--- src/rtl/servo_pwm_pkg.sv ---
`timescale 1ns/1ps
package servo_pwm_pkg;

  localparam int DUTY_W = 8;

  typedef struct packed {
    logic clearCnt;   // restart width counter and prescaler
    logic countEn;    // pulse is being timed
    logic startDiv;   // capture clamped width, start divider
    logic loadDuty;   // publish quotient as new duty
  } ctrlStrobes_t;

  typedef enum logic [1:0] {
    ST_ARMED,
    ST_MEASURE,
    ST_DIVIDE,
    ST_LOAD
  } ctrlState_t;

endpackage

--- src/rtl/servo_pwm_ctrl.sv ---
`timescale 1ns/1ps
module servo_pwm_ctrl
  import servo_pwm_pkg::*;
(
  input  logic         clk,
  input  logic         rst_n,
  input  logic         servoIn,
  input  logic         satHit,
  input  logic         divBusy,
  output ctrlStrobes_t strobes
);

  logic syncA, syncB, prevLvl;
  logic riseSeen, fallSeen;
  ctrlState_t state, stateNext;

  // two-flop synchroniser plus edge history
  always_ff @(posedge clk or negedge rst_n) begin
    if (!rst_n) begin
      syncA   <= 1'b0;
      syncB   <= 1'b0;
      prevLvl <= 1'b0;
    end else begin
      syncA   <= servoIn;
      syncB   <= syncA;
      prevLvl <= syncB;
    end
  end

  assign riseSeen = syncB & ~prevLvl;
  assign fallSeen = ~syncB & prevLvl;

  always_ff @(posedge clk or negedge rst_n) begin
    if (!rst_n) state <= ST_ARMED;
    else        state <= stateNext;
  end

  always_comb begin
    stateNext = state;
    strobes   = '0;
    unique case (state)
      ST_ARMED: begin
        if (riseSeen) begin
          strobes.clearCnt = 1'b1;
          stateNext        = ST_MEASURE;
        end
      end
      ST_MEASURE: begin
        strobes.countEn = 1'b1;
        if (satHit) begin
          stateNext = ST_ARMED;          // over-long pulse: drop it
        end else if (fallSeen) begin
          strobes.startDiv = 1'b1;
          stateNext        = ST_DIVIDE;
        end
      end
      ST_DIVIDE: begin
        if (!divBusy) stateNext = ST_LOAD;
      end
      ST_LOAD: begin
        strobes.loadDuty = 1'b1;
        stateNext        = ST_ARMED;
      end
      default: stateNext = ST_ARMED;
    endcase
  end

endmodule

--- src/rtl/servo_pwm_dp.sv ---
`timescale 1ns/1ps
module servo_pwm_dp
  import servo_pwm_pkg::*;
#(
  parameter int TICK_DIV  = 16,
  parameter int MIN_TICKS = 57,
  parameter int MAX_TICKS = 132,
  parameter int CNT_W     = 8
) (
  input  logic              clk,
  input  logic              rst_n,
  input  ctrlStrobes_t      strobes,
  output logic              satHit,
  output logic              divBusy,
  output logic [DUTY_W-1:0] dutyOut,
  output logic              dutyValid
);

  localparam int NUM_W  = CNT_W + DUTY_W;
  localparam int BITC_W = $clog2(NUM_W + 1);
  localparam logic [CNT_W-1:0] MIN_V = CNT_W'(MIN_TICKS);
  localparam logic [CNT_W-1:0] MAX_V = CNT_W'(MAX_TICKS);
  localparam logic [CNT_W-1:0] SAT_V = '1;
  localparam logic [CNT_W:0]   DEN_V = (CNT_W+1)'(MAX_TICKS - MIN_TICKS);

  logic             tick;
  logic [CNT_W-1:0] widthCnt, widthNext, widthClamp, widthDiff;
  logic [NUM_W-1:0] numInit, numQ;
  logic [CNT_W-1:0] rem;
  logic [CNT_W:0]   remShift, remSub;
  logic             remGe;
  logic [BITC_W-1:0] bitCnt;

  // prescaler: a variant with no divider when one clock is one tick
  generate
    if (TICK_DIV == 1) begin : g_noPre
      assign tick = 1'b1;
    end else begin : g_pre
      localparam int PRE_W = $clog2(TICK_DIV);
      logic [PRE_W-1:0] preCnt;
      assign tick = (preCnt == PRE_W'(TICK_DIV - 1));
      always_ff @(posedge clk or negedge rst_n) begin
        if (!rst_n)                preCnt <= '0;
        else if (strobes.clearCnt) preCnt <= '0;
        else if (strobes.countEn)  preCnt <= tick ? '0 : preCnt + 1'b1;
      end
    end
  endgenerate

  // width counter, saturating
  assign widthNext = (tick && widthCnt != SAT_V) ? widthCnt + 1'b1 : widthCnt;
  assign satHit    = (widthNext == SAT_V);

  always_ff @(posedge clk or negedge rst_n) begin
    if (!rst_n)                widthCnt <= '0;
    else if (strobes.clearCnt) widthCnt <= '0;
    else if (strobes.countEn)  widthCnt <= widthNext;
  end

  // clamp to the legal window and form (w - min) * 255
  always_comb begin
    if (widthNext < MIN_V)      widthClamp = MIN_V;
    else if (widthNext > MAX_V) widthClamp = MAX_V;
    else                        widthClamp = widthNext;
  end

  assign widthDiff = widthClamp - MIN_V;
  assign numInit   = ({{DUTY_W{1'b0}}, widthDiff} << DUTY_W)
                   - {{DUTY_W{1'b0}}, widthDiff};

  // restoring divider, one quotient bit per cycle
  assign remShift = {rem, numQ[NUM_W-1]};
  assign remGe    = (remShift >= DEN_V);
  assign remSub   = remShift - DEN_V;

  always_ff @(posedge clk or negedge rst_n) begin
    if (!rst_n) begin
      numQ    <= '0;
      rem     <= '0;
      bitCnt  <= '0;
      divBusy <= 1'b0;
    end else if (strobes.startDiv) begin
      numQ    <= numInit;
      rem     <= '0;
      bitCnt  <= BITC_W'(NUM_W);
      divBusy <= 1'b1;
    end else if (divBusy) begin
      numQ   <= {numQ[NUM_W-2:0], remGe};
      rem    <= remGe ? remSub[CNT_W-1:0] : remShift[CNT_W-1:0];
      bitCnt <= bitCnt - 1'b1;
      if (bitCnt == BITC_W'(1)) divBusy <= 1'b0;
    end
  end

  // publish duty
  always_ff @(posedge clk or negedge rst_n) begin
    if (!rst_n) begin
      dutyOut   <= '0;
      dutyValid <= 1'b0;
    end else begin
      dutyValid <= strobes.loadDuty;
      if (strobes.loadDuty) dutyOut <= numQ[DUTY_W-1:0];
    end
  end

endmodule

--- src/rtl/servo_pwm_gen.sv ---
`timescale 1ns/1ps
module servo_pwm_gen
  import servo_pwm_pkg::*;
(
  input  logic              clk,
  input  logic              rst_n,
  input  logic [DUTY_W-1:0] dutyIn,
  input  logic              dutyLoad,
  output logic [DUTY_W-1:0] pwmCnt,
  output logic [DUTY_W-1:0] cmpVal,
  output logic              pwmOut
);

  localparam logic [DUTY_W-1:0] TOP_V = '1;

  logic              dirUp;
  logic [DUTY_W-1:0] shadowVal;

  always_ff @(posedge clk or negedge rst_n) begin
    if (!rst_n) begin
      pwmCnt <= '0;
      dirUp  <= 1'b1;
    end else if (dirUp) begin
      pwmCnt <= pwmCnt + 1'b1;
      if (pwmCnt == TOP_V - 1'b1) dirUp <= 1'b0;
    end else begin
      pwmCnt <= pwmCnt - 1'b1;
      if (pwmCnt == DUTY_W'(1)) dirUp <= 1'b1;
    end
  end

  always_ff @(posedge clk or negedge rst_n) begin
    if (!rst_n) begin
      shadowVal <= '0;
      cmpVal    <= '0;
      pwmOut    <= 1'b0;
    end else begin
      if (dutyLoad) shadowVal <= dutyIn;
      if (pwmCnt == TOP_V || pwmCnt == '0) cmpVal <= shadowVal;
      pwmOut <= (cmpVal == TOP_V) || (pwmCnt < cmpVal);
    end
  end

endmodule

--- src/rtl/servo_pwm_top.sv ---
`timescale 1ns/1ps
module servo_pwm_top
  import servo_pwm_pkg::*;
#(
  parameter int TICK_DIV  = 16,
  parameter int MIN_TICKS = 57,
  parameter int MAX_TICKS = 132,
  parameter int CNT_W     = 8
) (
  input  logic              clk,
  input  logic              rst_n,
  input  logic              servoIn,
  output logic              pwmOut,
  output logic [DUTY_W-1:0] dutyOut,
  output logic              dutyValid
);

  ctrlStrobes_t      strobes;
  logic              satHit;
  logic              divBusy;
  logic [DUTY_W-1:0] pwmCnt;
  logic [DUTY_W-1:0] cmpVal;

  servo_pwm_ctrl ctrl_i (
    .clk     (clk),
    .rst_n   (rst_n),
    .servoIn (servoIn),
    .satHit  (satHit),
    .divBusy (divBusy),
    .strobes (strobes)
  );

  servo_pwm_dp #(
    .TICK_DIV  (TICK_DIV),
    .MIN_TICKS (MIN_TICKS),
    .MAX_TICKS (MAX_TICKS),
    .CNT_W     (CNT_W)
  ) dp_i (
    .clk       (clk),
    .rst_n     (rst_n),
    .strobes   (strobes),
    .satHit    (satHit),
    .divBusy   (divBusy),
    .dutyOut   (dutyOut),
    .dutyValid (dutyValid)
  );

  servo_pwm_gen gen_i (
    .clk      (clk),
    .rst_n    (rst_n),
    .dutyIn   (dutyOut),
    .dutyLoad (dutyValid),
    .pwmCnt   (pwmCnt),
    .cmpVal   (cmpVal),
    .pwmOut   (pwmOut)
  );

endmodule

--- config.mk ---
export PLATFORM = sky130hd
export DESIGN_NAME = servo_pwm_top
export DESIGN_NICKNAME = d
export VERILOG_FILES = /design/src/rtl/servo_pwm_pkg.sv /design/src/rtl/servo_pwm_ctrl.sv /design/src/rtl/servo_pwm_dp.sv /design/src/rtl/servo_pwm_gen.sv /design/src/rtl/servo_pwm_top.sv
export SDC_FILE = /design/constraint.sdc
export NUM_CORES = 1
export LEC_CHECK = 0
export CAP_MARGIN = 30
export CORE_MARGIN = 4
export CORE_UTILIZATION = 58
export CTS_BUF_LIST = sky130_fd_sc_hd__clkbuf_4 sky130_fd_sc_hd__clkbuf_8
export CTS_CLUSTER_SIZE = 16
export DETAILED_ROUTE_END_ITERATION = 8
export HOLD_SLACK_MARGIN = 0.06
export PLACE_DENSITY_LB_ADDON = 0.15
export SLEW_MARGIN = 25
export SYNTH_ARGS = -nofsm -noshare
export SYNTH_HDL_FRONTEND = slang
export SYNTH_SLANG_ARGS = --single-unit
export TNS_END_PERCENT = 1
--- constraint.sdc ---
create_clock -name clk -period 3.8 [get_ports clk]
set_input_delay 0.76 -clock clk [delete_from_list [all_inputs] [get_ports clk]]
set_output_delay 0.76 -clock clk [all_outputs]
set_load 0.05 [all_outputs]
==> summary.md, run 1 <==
| Metric | Value |
|---|---|
| Crit-path max FO | 6 |
| H-tree depth | 3 |
| Net count, final | 582 |
| Maximum vdd ir drop | 0.2662 mV |
| Mapped Cells | 513 |
| Cts hold-fix bufs | 0 |
| CTS Buf Count | 9 |
| Area delta synth->final | 18.28% |
| Synthesized area per cell | 9.622 um^2 |
| Post-Route WL | 11480 um |
| Final Cell Area | 5838 um^2 |
| Yosys warning count | 0 |
| First-pass GRT wire length | 19240 um |
| Distinct cell type count after synthesis | 69 |
| HP Class | in2async |
| Actual slew at the worst max-slew pin | 0.9387 ns |
| R2R Path Start | dp_i.g_pre.preCnt[0] |
| Ys flop type | dfrtp_1 |
| Clock skew after layout | 0.01699 ns |
| Final Hold Fails | 0 |
| Setup TNS | 0 ns |
| Synth area leader | dfrtp_1 |
| Placement Cell Area | 5463 um^2 |
| Starting Density | 0.5977 |
| Pre-CTS setup slack | 0.009920 ns |
| Row count | 33 |
| I/O Buffers | 12 |
| Non-filler cells, final | 667 |
| Worst R2R Path Depth | 16 |
| #FFs+latches synth | 82 |
| GRT overflow | 0 |
| Worst Slack Setup Final | 0.03132 ns |
| Initial drt markers | 192 |
| Slew HR | 0.3742 |
| Worst-path clk slew | 0.09 ns |
| Synth area leaders | dfrtp_1, ha_1, mux2_2 |
| Max-cap violations | 0 |
| Synth top area share | 0.4106 |
| Top post-synthesis cells by count | dfrtp_1, nand2_1, o21ai_0, nor2_1, inv_1 |
| Endpoint class of the critical path | register |
| Die Span Y | 100.3 um |
| Post-Syn Nets | 538 |
| Routed vias | 4127 |
| Die area | 10050 um^2 |
| LEAKAGE | 2.583 nW |
| Cell area after synthesis | 4936 um^2 |
| Die width | 100.3 um |
| Routed len/inst | 17.21 um |
| Root buf cell | clkbuf_8 |
| # setup viols final | 0 |
| CTS tree | done |
| Clk buf depth | 2 |
| Remaining antenna violation count | 0 |
| Total global-route track usage | 0.2359 |
| Sequential fraction of the synthesis area | 0.4160 |
| Layout cells sized above 1 | 0.2153 |
| Crit share post-route | 0.9918 |
| Antenna violations before repair | 0 |
| Status | complete, no violations |
| Crit Path Category | reg2reg |
| CP Launch Point | dp_i.g_pre.preCnt[0] |
| EDFF count, synth | 0 |
| Worst setup SP type | register |
| CP endpoint | dp_i.numQ[8] |
| Synth async-reset ratio | 1.000 |
| Top-count cell post-synth | dfrtp_1 |
| Crit path required time | 4.07 ns |
| Max Clk Rate | 0.2653 GHz |
| Pre-Repair DR Iteration Count | 5 |
| Number of diodes | 0 |
| RSZ-0062 raised after global routing | yes |
| Number of global-route vias before repair | 3962 |
| R2R Setup Slk | 0.03 ns |
| Largest net degree at the start of global routing | 48 |
| Arrival time worst endpoint | 4.04 ns |
| Remaining DRCs | 0 |
| Final GP Congestion | 0.9375 |
| Hold Worst Slack | 0.3609 ns |
| Tmin final | 3.769 ns |
| Detailed placement HPWL | 8202 um |
| Placed Cells | 647 |
| Power per cell area | 565.4 nW/um^2 |
| RR Endpoint | dp_i.numQ[8] |
| # clock sinks | 82 |
| Worst skew pair latency | 0.35 ns |
| IO Count | 13 |
| Area of the core | 8258 um^2 |
| Vias per inst | 6.187 |
| Final Slew Violations | 0 |
-- critical path: stages (launching register included) --
cell	delay [ns]
dfrtp_1	0.40
ha_4	0.19
buf_4	0.13
and3_4	0.21
nor4_1	0.05
a31oi_1	0.26
and3_1	0.27
a21oi_2	0.08
or3_4	0.37
ha_1	0.21
inv_1	0.10
o21ai_0	0.14
a211o_1	0.35
o311ai_4	0.12
nand3b_1	0.23
or3_1	0.40
a31oi_1	0.17
-- how the worst min path moves through the flow --
stage                     depth (start not counted)  slack [ns]                    to    startpoint
after detailed placement                          0        0.35          ctrl_i.syncB  ctrl_i.syncA
after global routing                              1        0.38       gen_i.pwmCnt[5]         rst_n
after global placement                            0        0.33          ctrl_i.syncB  ctrl_i.syncA
final                                             1        0.36       gen_i.pwmCnt[5]         rst_n
after floorplan                                   0        0.33          ctrl_i.syncB  ctrl_i.syncA
after CTS                                         1        0.37  dp_i.g_pre.preCnt[2]         rst_n
-- metrics by stage --
stage               power, mW    util
global route            3.523  0.7070
CTS                     3.304  0.6882
global placement        2.561  0.6582
floorplan               2.258       -
detailed placement      2.629  0.6615
finish                  3.301  0.7070
-- state kept, by name, summed over array words and instances, names as in the netlist, 4 cells and up, named ones only --
name and count:
dp_i.numQ 16, dp_i.widthCnt 8, dp_i.bitCnt 5, dp_i.g_pre.preCnt 4, gen_i.cmpVal 8, dp_i.rem 8
gen_i.pwmCnt 8, dp_i.dutyOut 8, gen_i.shadowVal 8
-- repair_timing --
| action | in CTS | in global routing |
|---|---|---|
| gates cloned | 0 | 0 |
| pin swaps | 0 | 11 |
| resized for setup | 1 | 30 |
| buffers inserted | 0 | 4 |
| setup endpoints to repair | 1 | 12 |
-- metal layers --
metal	vias up	track usage	routed length [um]	part of all wire
met4	0	0.05907	205	0.018
met5	-	0	0	0
met2	123	0.3731	5508	0.48
li1	1963	-	-	-
met1	2019	0.3429	5179	0.45
met3	22	0.03405	585	0.051
-- kinds of logic after synthesis --
logic type,Yosys count,share of synthesized area
mux,34,0.07731
fa+ha+maj,22,0.05577
buf+inv,47,0.03853
xor+xnor,23,0.04233
simple gates,162,0.1711
compound gates,143,0.1990
flops,82,0.4160
-- cell type report --
cell class,count,area (um^2)
Tap cell,105,131.4
Inverter,25,93.84
Multi-Input combinational cell,384,2879
Sequential cell,82,2059
Timing Repair Buffer,55,464.2
Clock inverter,6,72.57
Clock buffer,10,137.6
Fill cell,638,2420
-- power breakdown --
group,internal [mW],total [mW],leakage [nW],switching (mW)
clock,0.329,0.663,0.103,0.334
combinational,0.545,1.19,1.47,0.645
sequential,1.15,1.45,1.01,0.300
total,2.02,3.30,2.58,1.28
-- cells in the final DEF (no fill, tap or decap), types with 6 or more instances in the layout --
cell type / netlist / final
a211oi_1: 16 / 16
a21o_1: 12 / 12
a21oi_1: 21 / 18
a31oi_1: 12 / 11
buf_4: 2 / 42
clkbuf_8: 0 / 10
clkdlybuf4s50_1: 0 / 11
dfrtp_1: 81 / 76
ha_1: 22 / 17
inv_1: 25 / 25
mux2_2: 19 / 19
mux2i_1: 13 / 12
nand2_1: 46 / 46
nand2b_1: 6 / 6
nand4_1: 12 / 12
nor2_1: 32 / 31
nor2b_1: 11 / 11
nor3_1: 12 / 11
nor4_1: 8 / 8
o21ai_0: 34 / 33
o31ai_1: 9 / 9
xnor2_1: 15 / 15
xor2_1: 7 / 7
(Power assumes the default switching activity.)
==> inputs of run 2 (changes only) <==
CORE_UTILIZATION = 40   (was 58)
GPL_TIMING_DRIVEN = 0   (was default)
==> summary.md, run 2 (synthesized netlist as in run 1, its figures left out) <==
| Metric | Value |
|---|---|
| Pre-CTS setup slack | -0.6519 ns (-0.6619 ns) |
| Routed len/inst | 16.33 um (-5.1%) |
| First-pass GRT wire length | 19820 um (+3.0%) |
| Antenna violations before repair | 0 (unchanged) |
| Root buf cell | clkbuf_8 |
| RR Endpoint | dp_i.numQ[13] |
| HP Class | in2async |
| Crit path required time | 4.05 ns (-0.02 ns) |
| Tmin final | 3.825 ns (+0.05589 ns) |
| Critical-path top delay cell | dfrtp_2 |
| I/O Buffers | 12 (unchanged) |
| Crit share post-route | 1.006 (+0.01471) |
| Commonest non-fill, non-tap cell in the layout | dfrtp_1 |
| Remaining antenna violation count | 0 (unchanged) |
| Die area | 14180 um^2 (+41%) |
| Die Span Y | 119.1 um (+19%) |
| Initial drt markers | 246 (+28%) |
| R2R Path Start | dp_i.widthCnt[1] |
| Crit-path max FO | 10 (+4) |
| Vias per inst | 5.488 (-11%) |
| Area of the core | 12060 um^2 (+46%) |
| LEAKAGE | 2.562 nW (-0.82%) |
| Number of diodes | 0 (unchanged) |
| Sequential power share | 0.425 (-0.014) |
| Clk buf depth | 2 (unchanged) |
| Final Slew Violations | 0 (unchanged) |
| Final GP Congestion | 0.8991 (-4.1%) |
| H-tree depth | 3 (unchanged) |
| Critical-path cell list | ha_1, buf_6, nand4_1, buf_4, o21ai_4, mux2_4, a21o_1, a21oi_2, or3_4, ha_4, a21oi_2, a31o_1, a32o_2, or3_4, o211a_1, or3_1 |
| Slowest cell delay on critical path | 0.36 ns (-0.04 ns) |
| Top delay family on crit path | compound AO/OA/AOI/OAI gates |
| Arrival time worst endpoint | 4.07 ns (+0.03 ns) |
| Max Clk Rate | 0.2615 GHz (-1.5%) |
| R2R Setup Slk | -0.02 ns (-0.06 ns) |
| Detailed placement HPWL | 8227 um (+0.30%) |
| Pwr Total | 3.293 mW (-0.25%) |
| Row count | 40 (+21%) |
| Power per cell area | 555.9 nW/um^2 (-1.7%) |
| Pre-Repair DR Iteration Count | 5 (unchanged) |
| Failing checks | setup timing |
| Most frequent cells in the layout | dfrtp_1, nand2_1, o21ai_0 |
| Slew HR | 0.5524 (+0.1782) |
| Int Pwr | 2.021 mW (about the same) |
| Clock skew after layout | 0.008985 ns (-0.008001 ns) |
| Area delta synth->final | 20.00% |
| Layout cells sized above 1 | 0.2021 (-0.01317) |
| GRT overflow | 0 (unchanged) |
| Final Hold Fails | 0 (unchanged) |
| Most flops, register | dp_i.numQ |
| Non-filler cells, final | 732 (+9.7%) |
| Largest net degree at the start of global routing | 54 (+13%) |
| Crit path buffers/inverters | 2 (unchanged) |
| Net Sw Frac | 0.3863 (-0.001263) |
| # clock sinks | 82 (unchanged) |
| Status | finished, violations left |
| Worst R2R Path Depth | 16 (unchanged) |
| Total global-route track usage | 0.1740 (-0.06186) |
| Worst Slack Setup Final | -0.02457 ns (-0.05589 ns) |
| Comb pwr share | 0.373 (+0.013) |
| Worst-path clk slew | 0.09 ns (about the same) |
| Actual slew at the worst max-slew pin | 0.6714 ns (-0.2673 ns) |
| IO Count | 13 (unchanged) |
| Maximum vdd ir drop | 0.3159 mV (+19%) |
| Sw Pwr | 1.272 mW (-0.57%) |
| RSZ-0062 raised after global routing | yes |
| Max-cap violations | 0 (unchanged) |
| Worst skew pair latency | 0.37 ns (+0.02 ns) |
| Clock power share | 0.202 (about the same) |
| Crit Path Category | reg2reg |
| Setup TNS | -0.02457 ns (-0.02457 ns) |
| Worst setup SP type | register |
| CTS tree | done |
| # setup viols final | 1 (+1) |
| Largest register FFs | 16 (unchanged) |
| Cts hold-fix bufs | 0 (unchanged) |
| Die width | 119.1 um (+19%) |
| Number of global-route vias before repair | 3838 (-3.1%) |
| CTS Buf Count | 9 (unchanged) |
| Starting Density | 0.4092 (-0.1885) |
| Net count, final | 584 (+0.34%) |
| Endpoint class of the critical path | register |
| Placed Cells | 694 (+7.3%) |
| Post-Route WL | 11950 um (+4.1%) |
| Remaining DRCs | 0 (unchanged) |
| Routed vias | 4017 (-2.7%) |
[run 2: changes by cell type in the layout (fill, tap and decap cells not counted), moves of 2 or more]
cell | before | now
buf_4 | 42 | 25
buf_2 | 0 | 4
dfrtp_1 | 76 | 78
nor4_1 | 8 | 5
clkbuf_1 | 0 | 13
clkbuf_4 | 0 | 2
dfrtp_2 | 5 | 3
nor4_2 | 0 | 2
clkinv_4 | 2 | 0
buf_1 | 0 | 2
[run 2: metrics by stage]
stage	area, um^2	hold WS [ns]	utilization
floorplan	4989	0.3312	-
global placement	5319	0.3338	0.4410
detailed placement	5344	0.3371	0.4431
CTS	5797	0.3172	0.4806
global route	5923	0.3306	0.4911
finish	5923	0.3279	0.4911
[run 2: area by class of cell]
cell class	count	area, um^2
Fill cell	1139	6138
Multi-Input combinational cell	384	2945
Sequential cell	82	2057
Timing Repair Buffer	35	310.3
Tap cell	168	210.2
Clock buffer	12	152.6
Buffer	22	102.6
Inverter	25	93.84
Clock inverter	4	51.30
[run 2: power groups by stage]
stage               logic, mW  registers [mW]  clock network [mW]
finish                   1.23            1.40               0.665
global route             1.36            1.44               0.733
CTS                      1.24            1.40               0.688
detailed placement       1.22            1.41                   0
global placement         1.19            1.40                   0
floorplan               0.778            1.48                   0
[run 2: how the worst max path moves through the flow]
stage	startpoint	to	slack, ns	cells past startpoint
after floorplan	dp_i.widthCnt[1]	dp_i.numQ[13]	0.003	15
after CTS	dp_i.widthCnt[1]	dp_i.numQ[8]	0.006	16
after global routing	dp_i.widthCnt[0]	dp_i.numQ[13]	-0.13	16
after detailed placement	dp_i.g_pre.preCnt[0]	dp_i.numQ[8]	-0.65	14
after global placement	rst_n	dp_i.numQ[8]	-1.00	1
final	dp_i.widthCnt[1]	dp_i.numQ[13]	-0.02	16
[run 2: timing repair]
item,CTS,global route
gates resized for setup,24,16
buffers inserted,16,6
endpoints found under the setup margin,12,12
cloned,0,0
pin swaps,9,12
[run 2: worst reg2reg max path: cells and delay by family (launching register included)]
family	cells	cell delay (ns)
muxes	1	0.32
AOI/OAI and AO/OA	7	1.29
buffers and inverters	2	0.35
adders and majority gates	2	0.32
DFF	1	0.36
and+or+nand+nor	4	1.10
[run 2: metal layers]
layer / track usage / vias up / wire length [um]
li1: - / 1972 / -
met1: 0.2561 / 1944 / 6149
met2: 0.2504 / 88 / 5099
met3: 0.05033 / 13 / 542
met4: 0.04345 / 0 / 160
met5: 0 / - / 0
==> inputs of run 3 (changes only) <==
ABC_AREA = 0   (was default)
==> results of run 3 <==
The final DEF is identical to that of run 2; final timing and power are the same.
